--- config.mk ---
export PLATFORM = sky130hd
export DESIGN_NAME = exc_unit
export DESIGN_NICKNAME = d
export VERILOG_FILES = /design/src/rtl/exc_pkg.sv /design/src/rtl/exc_timer.sv /design/src/rtl/exc_pending.sv /design/src/rtl/exc_take.sv /design/src/rtl/exc_unit.sv
export SDC_FILE = /design/constraint.sdc
export NUM_CORES = 1
export LEC_CHECK = 0
export CORE_MARGIN = 2
export CORE_UTILIZATION = 35
export CTS_CLUSTER_SIZE = 12
export DETAILED_ROUTE_END_ITERATION = 7
export DONT_BUFFER_PORTS = 1
export GPL_TIMING_DRIVEN = 0
export HOLD_SLACK_MARGIN = 0.15
export PLACE_DENSITY_LB_ADDON = 0.3
export SETUP_SLACK_MARGIN = 0.1
export SLEW_MARGIN = 20
export SYNTH_ARGS = -nofsm -noshare
export SYNTH_HDL_FRONTEND = slang
export SYNTH_SLANG_ARGS = --single-unit
--- constraint.sdc ---
create_clock -name clk_i -period 7.3 [get_ports clk_i]
set_input_delay 1.46 -clock clk_i [delete_from_list [all_inputs] [get_ports clk_i]]
set_output_delay 1.46 -clock clk_i [all_outputs]
set_load 0.02 [all_outputs]
--- src/rtl/exc_pkg.sv ---
package exc_pkg;
  localparam logic [4:0] REG_BADVA   = 5'd8;
  localparam logic [4:0] REG_COUNT   = 5'd9;
  localparam logic [4:0] REG_COMPARE = 5'd11;
  localparam logic [4:0] REG_STATUS  = 5'd12;
  localparam logic [4:0] REG_CAUSE   = 5'd13;
  localparam logic [4:0] REG_EPC     = 5'd14;

  localparam logic [4:0] CODE_INT  = 5'd0;
  localparam logic [4:0] CODE_ADEL = 5'd4;
  localparam logic [4:0] CODE_ADES = 5'd5;

  localparam int unsigned IP_LO   = 8;
  localparam int unsigned UM_BIT  = 4;
  localparam int unsigned EXL_BIT = 1;
  localparam int unsigned IE_BIT  = 0;
  localparam int unsigned BD_BIT  = 31;
  localparam int unsigned CODE_LO = 2;
endpackage

--- src/rtl/exc_timer.sv ---
module exc_timer #(
  parameter int unsigned XLEN = 32
) (
  input  logic            clk_i,
  input  logic            rst_ni,
  input  logic            cnt_we_i,
  input  logic            cmp_we_i,
  input  logic [XLEN-1:0] wdata_i,
  output logic [XLEN-1:0] count_o,
  output logic [XLEN-1:0] compare_o,
  output logic            irq_o
);
  logic [XLEN-1:0] count_q, compare_q;
  logic            pend_q;

  always_ff @(posedge clk_i or negedge rst_ni) begin
    if (!rst_ni) begin
      count_q   <= '0;
      compare_q <= '1;  // far from count so no match right after reset
      pend_q    <= 1'b0;
    end else begin
      count_q <= cnt_we_i ? wdata_i : count_q + 1'b1;
      if (cmp_we_i) begin
        compare_q <= wdata_i;
        pend_q    <= 1'b0;
      end else if (count_q == compare_q) begin
        pend_q <= 1'b1;
      end
    end
  end

  assign count_o   = count_q;
  assign compare_o = compare_q;
  assign irq_o     = pend_q;
endmodule

--- src/rtl/exc_pending.sv ---
module exc_pending #(
  parameter int unsigned N_HW      = 6,
  parameter int unsigned N_SW      = 2,
  parameter int unsigned TIMER_LVL = 5,
  localparam int unsigned N_IP     = N_HW + N_SW
) (
  input  logic            clk_i,
  input  logic            rst_ni,
  input  logic [N_HW-1:0] hw_irq_i,
  input  logic            timer_irq_i,
  input  logic            sw_we_i,
  input  logic [N_SW-1:0] sw_wdata_i,
  output logic [N_IP-1:0] ip_o
);
  logic [N_HW-1:0] hw_q, hw_eff;
  logic [N_SW-1:0] sw_q;

  always_ff @(posedge clk_i or negedge rst_ni) begin
    if (!rst_ni) begin
      hw_q <= '0;
      sw_q <= '0;
    end else begin
      hw_q <= hw_irq_i;
      if (sw_we_i) sw_q <= sw_wdata_i;
    end
  end

  for (genvar k = 0; k < N_HW; k++) begin : g_lvl
    if (k == TIMER_LVL) begin : g_tmr
      assign hw_eff[k] = hw_q[k] | timer_irq_i;
    end else begin : g_plain
      assign hw_eff[k] = hw_q[k];
    end
  end

  assign ip_o = {hw_eff, sw_q};
endmodule

--- src/rtl/exc_take.sv ---
module exc_take #(
  parameter int unsigned N_IP = 8
) (
  input  logic            exc_valid_i,
  input  logic            ie_i,
  input  logic            exl_i,
  input  logic [N_IP-1:0] ip_i,
  input  logic [N_IP-1:0] im_i,
  output logic            take_o,
  output logic            irq_sel_o
);
  logic irq_req;
  assign irq_req   = ie_i & ~exl_i & (|(ip_i & im_i));
  // synchronous exceptions have priority over interrupts
  assign irq_sel_o = ~exc_valid_i & irq_req;
  assign take_o    = exc_valid_i | irq_req;
endmodule

--- src/rtl/exc_unit.sv ---
module exc_unit
  import exc_pkg::*;
#(
  parameter int unsigned XLEN      = 32,
  parameter int unsigned N_HW      = 6,
  parameter int unsigned N_SW      = 2,
  parameter int unsigned TIMER_LVL = 5,
  parameter logic [31:0] HANDLER   = 32'h8000_0180
) (
  input  logic        clk_i,
  input  logic        rst_ni,
  input  logic        exc_valid_i,
  input  logic [4:0]  exc_code_i,
  input  logic [31:0] exc_pc_i,
  input  logic        exc_bd_i,
  input  logic [31:0] exc_addr_i,
  input  logic [31:0] next_pc_i,
  input  logic [5:0]  hw_irq_i,
  input  logic        eret_i,
  input  logic        reg_we_i,
  input  logic [4:0]  reg_num_i,
  input  logic [31:0] reg_wdata_i,
  output logic [31:0] reg_rdata_o,
  output logic        redirect_o,
  output logic [31:0] handler_pc_o
);
  localparam int unsigned N_IP = N_HW + N_SW;

  logic [N_IP-1:0] im_q, ip;
  logic            um_q, exl_q, ie_q, bd_q;
  logic [4:0]      code_q, code_nxt;
  logic [XLEN-1:0] epc_q, badva_q, epc_nxt, count, compare;
  logic            timer_irq, take, irq_sel;
  logic            wr_status, wr_cause, wr_epc, wr_count, wr_compare;

  assign wr_status  = reg_we_i && reg_num_i == REG_STATUS;
  assign wr_cause   = reg_we_i && reg_num_i == REG_CAUSE;
  assign wr_epc     = reg_we_i && reg_num_i == REG_EPC;
  assign wr_count   = reg_we_i && reg_num_i == REG_COUNT;
  assign wr_compare = reg_we_i && reg_num_i == REG_COMPARE;

  exc_timer #(.XLEN(XLEN)) u_timer (
    .clk_i, .rst_ni,
    .cnt_we_i (wr_count),
    .cmp_we_i (wr_compare),
    .wdata_i  (reg_wdata_i),
    .count_o  (count),
    .compare_o(compare),
    .irq_o    (timer_irq)
  );

  exc_pending #(.N_HW(N_HW), .N_SW(N_SW), .TIMER_LVL(TIMER_LVL)) u_pend (
    .clk_i, .rst_ni,
    .hw_irq_i,
    .timer_irq_i(timer_irq),
    .sw_we_i    (wr_cause),
    .sw_wdata_i (reg_wdata_i[IP_LO +: N_SW]),
    .ip_o       (ip)
  );

  exc_take #(.N_IP(N_IP)) u_take (
    .exc_valid_i,
    .ie_i     (ie_q),
    .exl_i    (exl_q),
    .ip_i     (ip),
    .im_i     (im_q),
    .take_o   (take),
    .irq_sel_o(irq_sel)
  );

  assign code_nxt = irq_sel ? CODE_INT : exc_code_i;

  always_comb begin
    if (irq_sel)       epc_nxt = next_pc_i;
    else if (exc_bd_i) epc_nxt = exc_pc_i - 32'd4;  // point at the branch
    else               epc_nxt = exc_pc_i;
  end

  always_ff @(posedge clk_i or negedge rst_ni) begin
    if (!rst_ni) begin
      im_q    <= '0;
      um_q    <= 1'b0;
      exl_q   <= 1'b0;
      ie_q    <= 1'b0;
      bd_q    <= 1'b0;
      code_q  <= '0;
      epc_q   <= '0;
      badva_q <= '0;
    end else begin
      if (wr_status) begin
        im_q  <= reg_wdata_i[IP_LO +: N_IP];
        um_q  <= reg_wdata_i[UM_BIT];
        exl_q <= reg_wdata_i[EXL_BIT];
        ie_q  <= reg_wdata_i[IE_BIT];
      end
      if (wr_epc) epc_q <= reg_wdata_i;
      if (eret_i) exl_q <= 1'b0;
      if (take) begin
        exl_q  <= 1'b1;
        code_q <= code_nxt;
        if (!exl_q) begin
          epc_q <= epc_nxt;
          bd_q  <= ~irq_sel & exc_bd_i;
        end
        if (!irq_sel && (exc_code_i == CODE_ADEL || exc_code_i == CODE_ADES))
          badva_q <= exc_addr_i;
      end
    end
  end

  always_comb begin
    reg_rdata_o = '0;
    unique case (reg_num_i)
      REG_BADVA:   reg_rdata_o = badva_q;
      REG_COUNT:   reg_rdata_o = count;
      REG_COMPARE: reg_rdata_o = compare;
      REG_EPC:     reg_rdata_o = epc_q;
      REG_STATUS: begin
        reg_rdata_o[IP_LO +: N_IP] = im_q;
        reg_rdata_o[UM_BIT]        = um_q;
        reg_rdata_o[EXL_BIT]       = exl_q;
        reg_rdata_o[IE_BIT]        = ie_q;
      end
      REG_CAUSE: begin
        reg_rdata_o[BD_BIT]          = bd_q;
        reg_rdata_o[IP_LO +: N_IP]   = ip;
        reg_rdata_o[CODE_LO +: 5]    = code_q;
      end
      default: reg_rdata_o = '0;
    endcase
  end

  assign redirect_o   = take;
  assign handler_pc_o = HANDLER;
endmodule

==> qor.csv <==
metric;value;unit
vias post-DR;7252;
Worst-path clk slew;0.06;ns
port bufs;0;
clock sink count;154;
number of enable flip-flop cells after synthesis;0;
1st-iter DRT viols;700;
Bufs on Longest Clock Path;2;
Max Cap Viol;0;
layout cell share with drive strength beyond 1;0.195;
GRT overflow;0;
GRT Total Usage;0.215;
die area;27900;um^2
Yosys reg bits;154;
routed length per instance;22.5;um
Final nets;1149;
ys flop type;dfrtp_1;
Avg Cell Area, Syn;9.81;um^2
post-route insts no fill;1345;
GPL Wtd Cong;0.947;
critical path startpoint category;input pin;
peak supply drop;0.000175;V
final wirelength;30200;um
cts hold-fix bufs;0;
CP endpoint kind;primary output;
Routed Antenna Nets;0;
Psw;0.000958;W
synthesis warning total;0;
drt drc;0;
ys async rst share;1.00;
core area;26100;um^2
commonest non-fill, non-tap cell in the layout;dfrtp_1;
DP Wirelength;24000;um
Slew Viols, Final;0;
DIE HEIGHT;167;um
Setup violations, final;0;
synthesized area;9290;um^2
total I/O pin count;215;
PD cells;288;nW/um^2
RSZ-0062 raised after global routing;no;
Clock Skew;0.00871;ns
row count;59;
switch share;0.316;
CTS tree;yes;
Critical Path Fanout Max;10;
sequential share of power;0.437;
antenna fix cells;0;
initial antenna violation count;0;
Final Critical Period;5.36;ns
global-route wire length before repair;45600;um
commonest cells after routing, fill and taps aside;dfrtp_1 (122), nand2_1 (89), mux2_2 (76), o21ai_0 (74), clkbuf_1 (62);
vias in the first global route;7225;
critical path class;in2out;
Hold Fails Final Rpt;0;
layout overhead on the synthesized area;13.1;%
P_int;0.00207;W
htree depth;4;
Slew headroom;0.362;
Hold Path Depth;1;
Tightest Pin Transition;0.948;ns
Setup TNS Final;0;ns
status;complete, no violations;
top post-synthesis cells by area;dfrtp_1 (33%), mux2_2 (9.2%), dfstp_2 (9.1%), mux2i_1 (6.4%), xor2_1 (5.4%);
Initial Utilization;0.356;
f_max;186;MHz
Netlist cell types;53;
Hold WC Path Type;reg2reg;
post-CTS sizing;0;
worst r2r path cells;7;
sequential area share after synthesis;0.419;
largest net degree at the start of global routing;155;
Final Cycle Share;0.735;
synthesized instance count;947;
Die W;167;um
WP data arrival;3.90;ns
Clk Latency, worst-skew pair;0.43;ns
CTS buffer count;17;
required time worst endpoint;5.84;ns
cell taking the most area after synthesis;dfrtp_1;
routed vias/inst;5.39;
top cell type's share of synthesized area;0.329;
Clk pwr share;0.329;
placed insts;1313;
Logic pwr share;0.234;
static leakage;4.37;nW
CTS root buf;clkbuf_16;
drt pass-1 iters;5;
Post CTS Setup Buffer Count;0;
stage by stage:
step / cell area (um^2) / utilization / power (W) / hold slack [ns] / worst slack [ns]
final: 10500 / 0.403 / 0.00303 / 0.517 / 1.94
after global routing: 10500 / 0.403 / 0.00318 / 0.537 / 1.84
after CTS: 10500 / 0.403 / 0.00303 / 0.509 / 2.02
after detailed placement: 9840 / 0.377 / 0.00203 / 0.495 / 2.03
after global placement: 9820 / 0.377 / 0.00201 / 0.493 / 2.06
after floorplan: 9400 / - / 0.00181 / 0.467 / 2.74
sequential cells by signal, summed over array words and instances, names as in the netlist:
| register | cells |
|---|---|
| badva_q | 32 |
| bd_q | 1 |
| code_q | 5 |
| epc_q | 32 |
| exl_q | 1 |
| ie_q | 1 |
| im_q | 8 |
| u_pend.hw_q | 6 |
| u_pend.sw_q | 2 |
| u_timer.compare_o | 32 |
| u_timer.count_o | 32 |
| u_timer.irq_o | 1 |
| um_q | 1 |
power groups by stage:
stage	registers [W]	clock network (W)	logic, W
2_1_floorplan	0.00126	0	0.000551
3_3_place_gp	0.00132	0	0.000689
3_5_place_dp	0.00133	0	0.000701
4_1_cts	0.00132	0.00101	0.000703
5_1_grt	0.00136	0.00104	0.000776
6_report	0.00132	0.000998	0.000708
routing by layer:
metal | GRT usage | part of all wire
met2 | 0.342 | 0.46
met1 | 0.286 | 0.44
met4 | 0.0836 | 0.032
met5 | 0 | 0
met3 | 0.0482 | 0.069
critical path: stages:
cell,delay [ns]
clkbuf_1,0.24
nor4b_1,0.69
clkbuf_1,0.42
clkbuf_1,0.45
a22oi_1,0.22
o21ai_0,0.41
cells by family (layout without fill, tap and decap cells):
| kind of cell | count (synthesis) | in the layout | synth area share |
|---|---|---|---|
| AND/OR/NAND/NOR | 274 | 274 | 0.158 |
| AO/OA/AOI/OAI | 186 | 186 | 0.124 |
| flip-flops | 154 | 154 | 0.419 |
| multiplexers | 135 | 135 | 0.156 |
| buffers and inverters | 107 | 140 | 0.0579 |
| XOR/XNOR | 87 | 87 | 0.0820 |
| adder cells (fa/ha/maj) | 2 | 2 | 0.00269 |
| other | 2 | 32 | 0.000808 |
synthesized netlist by cell type, drive strengths merged, types with 2 or more instances:
| master | instances |
|---|---|
| mux2 | 76 |
| and2 | 2 |
| dfrtp | 122 |
| buf | 41 |
| a22oi | 32 |
| nand4 | 11 |
| clkbuf | 60 |
| or2 | 3 |
| xnor2 | 30 |
| or4 | 6 |
| o221ai | 13 |
| nor4b | 2 |
| and3 | 18 |
| nor2b | 3 |
| ha | 2 |
| nor3 | 12 |
| nand3 | 14 |
| xor2 | 57 |
| a31oi | 6 |
| o21ai | 74 |
| nand3b | 14 |
| or3 | 12 |
| nand2b | 4 |
| nor2 | 49 |
| nand2 | 89 |
| o22ai | 9 |
| and4 | 4 |
| a21oi | 31 |
| conb | 2 |
| a211oi | 9 |
| inv | 6 |
| nor4 | 28 |
| mux2i | 59 |
| dfstp | 32 |
| a22o | 6 |
final cells by class:
| cell class | instances | area, um^2 |
|---|---|---|
| inverter | 6 | 22.5 |
| clock inverter | 10 | 188 |
| clock buffer | 22 | 474 |
| fill | 2533 | 15600 |
| sequential | 154 | 3890 |
| multi-input combinational | 716 | 4990 |
| tap | 335 | 419 |
| timing repair buffer | 1 | 5.00 |
| buffer | 101 | 515 |
path summary, 6_finish.rpt:
path / from / to / slack (ns)
setup / recovery: reg_num_i[0] / reg_rdata_o[3] / 1.94
hold / removal: badva_q[26] / badva_q[26] / 0.52
setup reg to reg: u_timer.count_o[0] / u_timer.count_o[28] / 4.84
hold reg to reg: badva_q[26] / badva_q[26] / 0.52
max in group asynchronous: rst_ni / u_timer.compare_o[12] / 6.25
min in group asynchronous: rst_ni / epc_q[26] / 0.73
(Power assumes the default switching activity.)
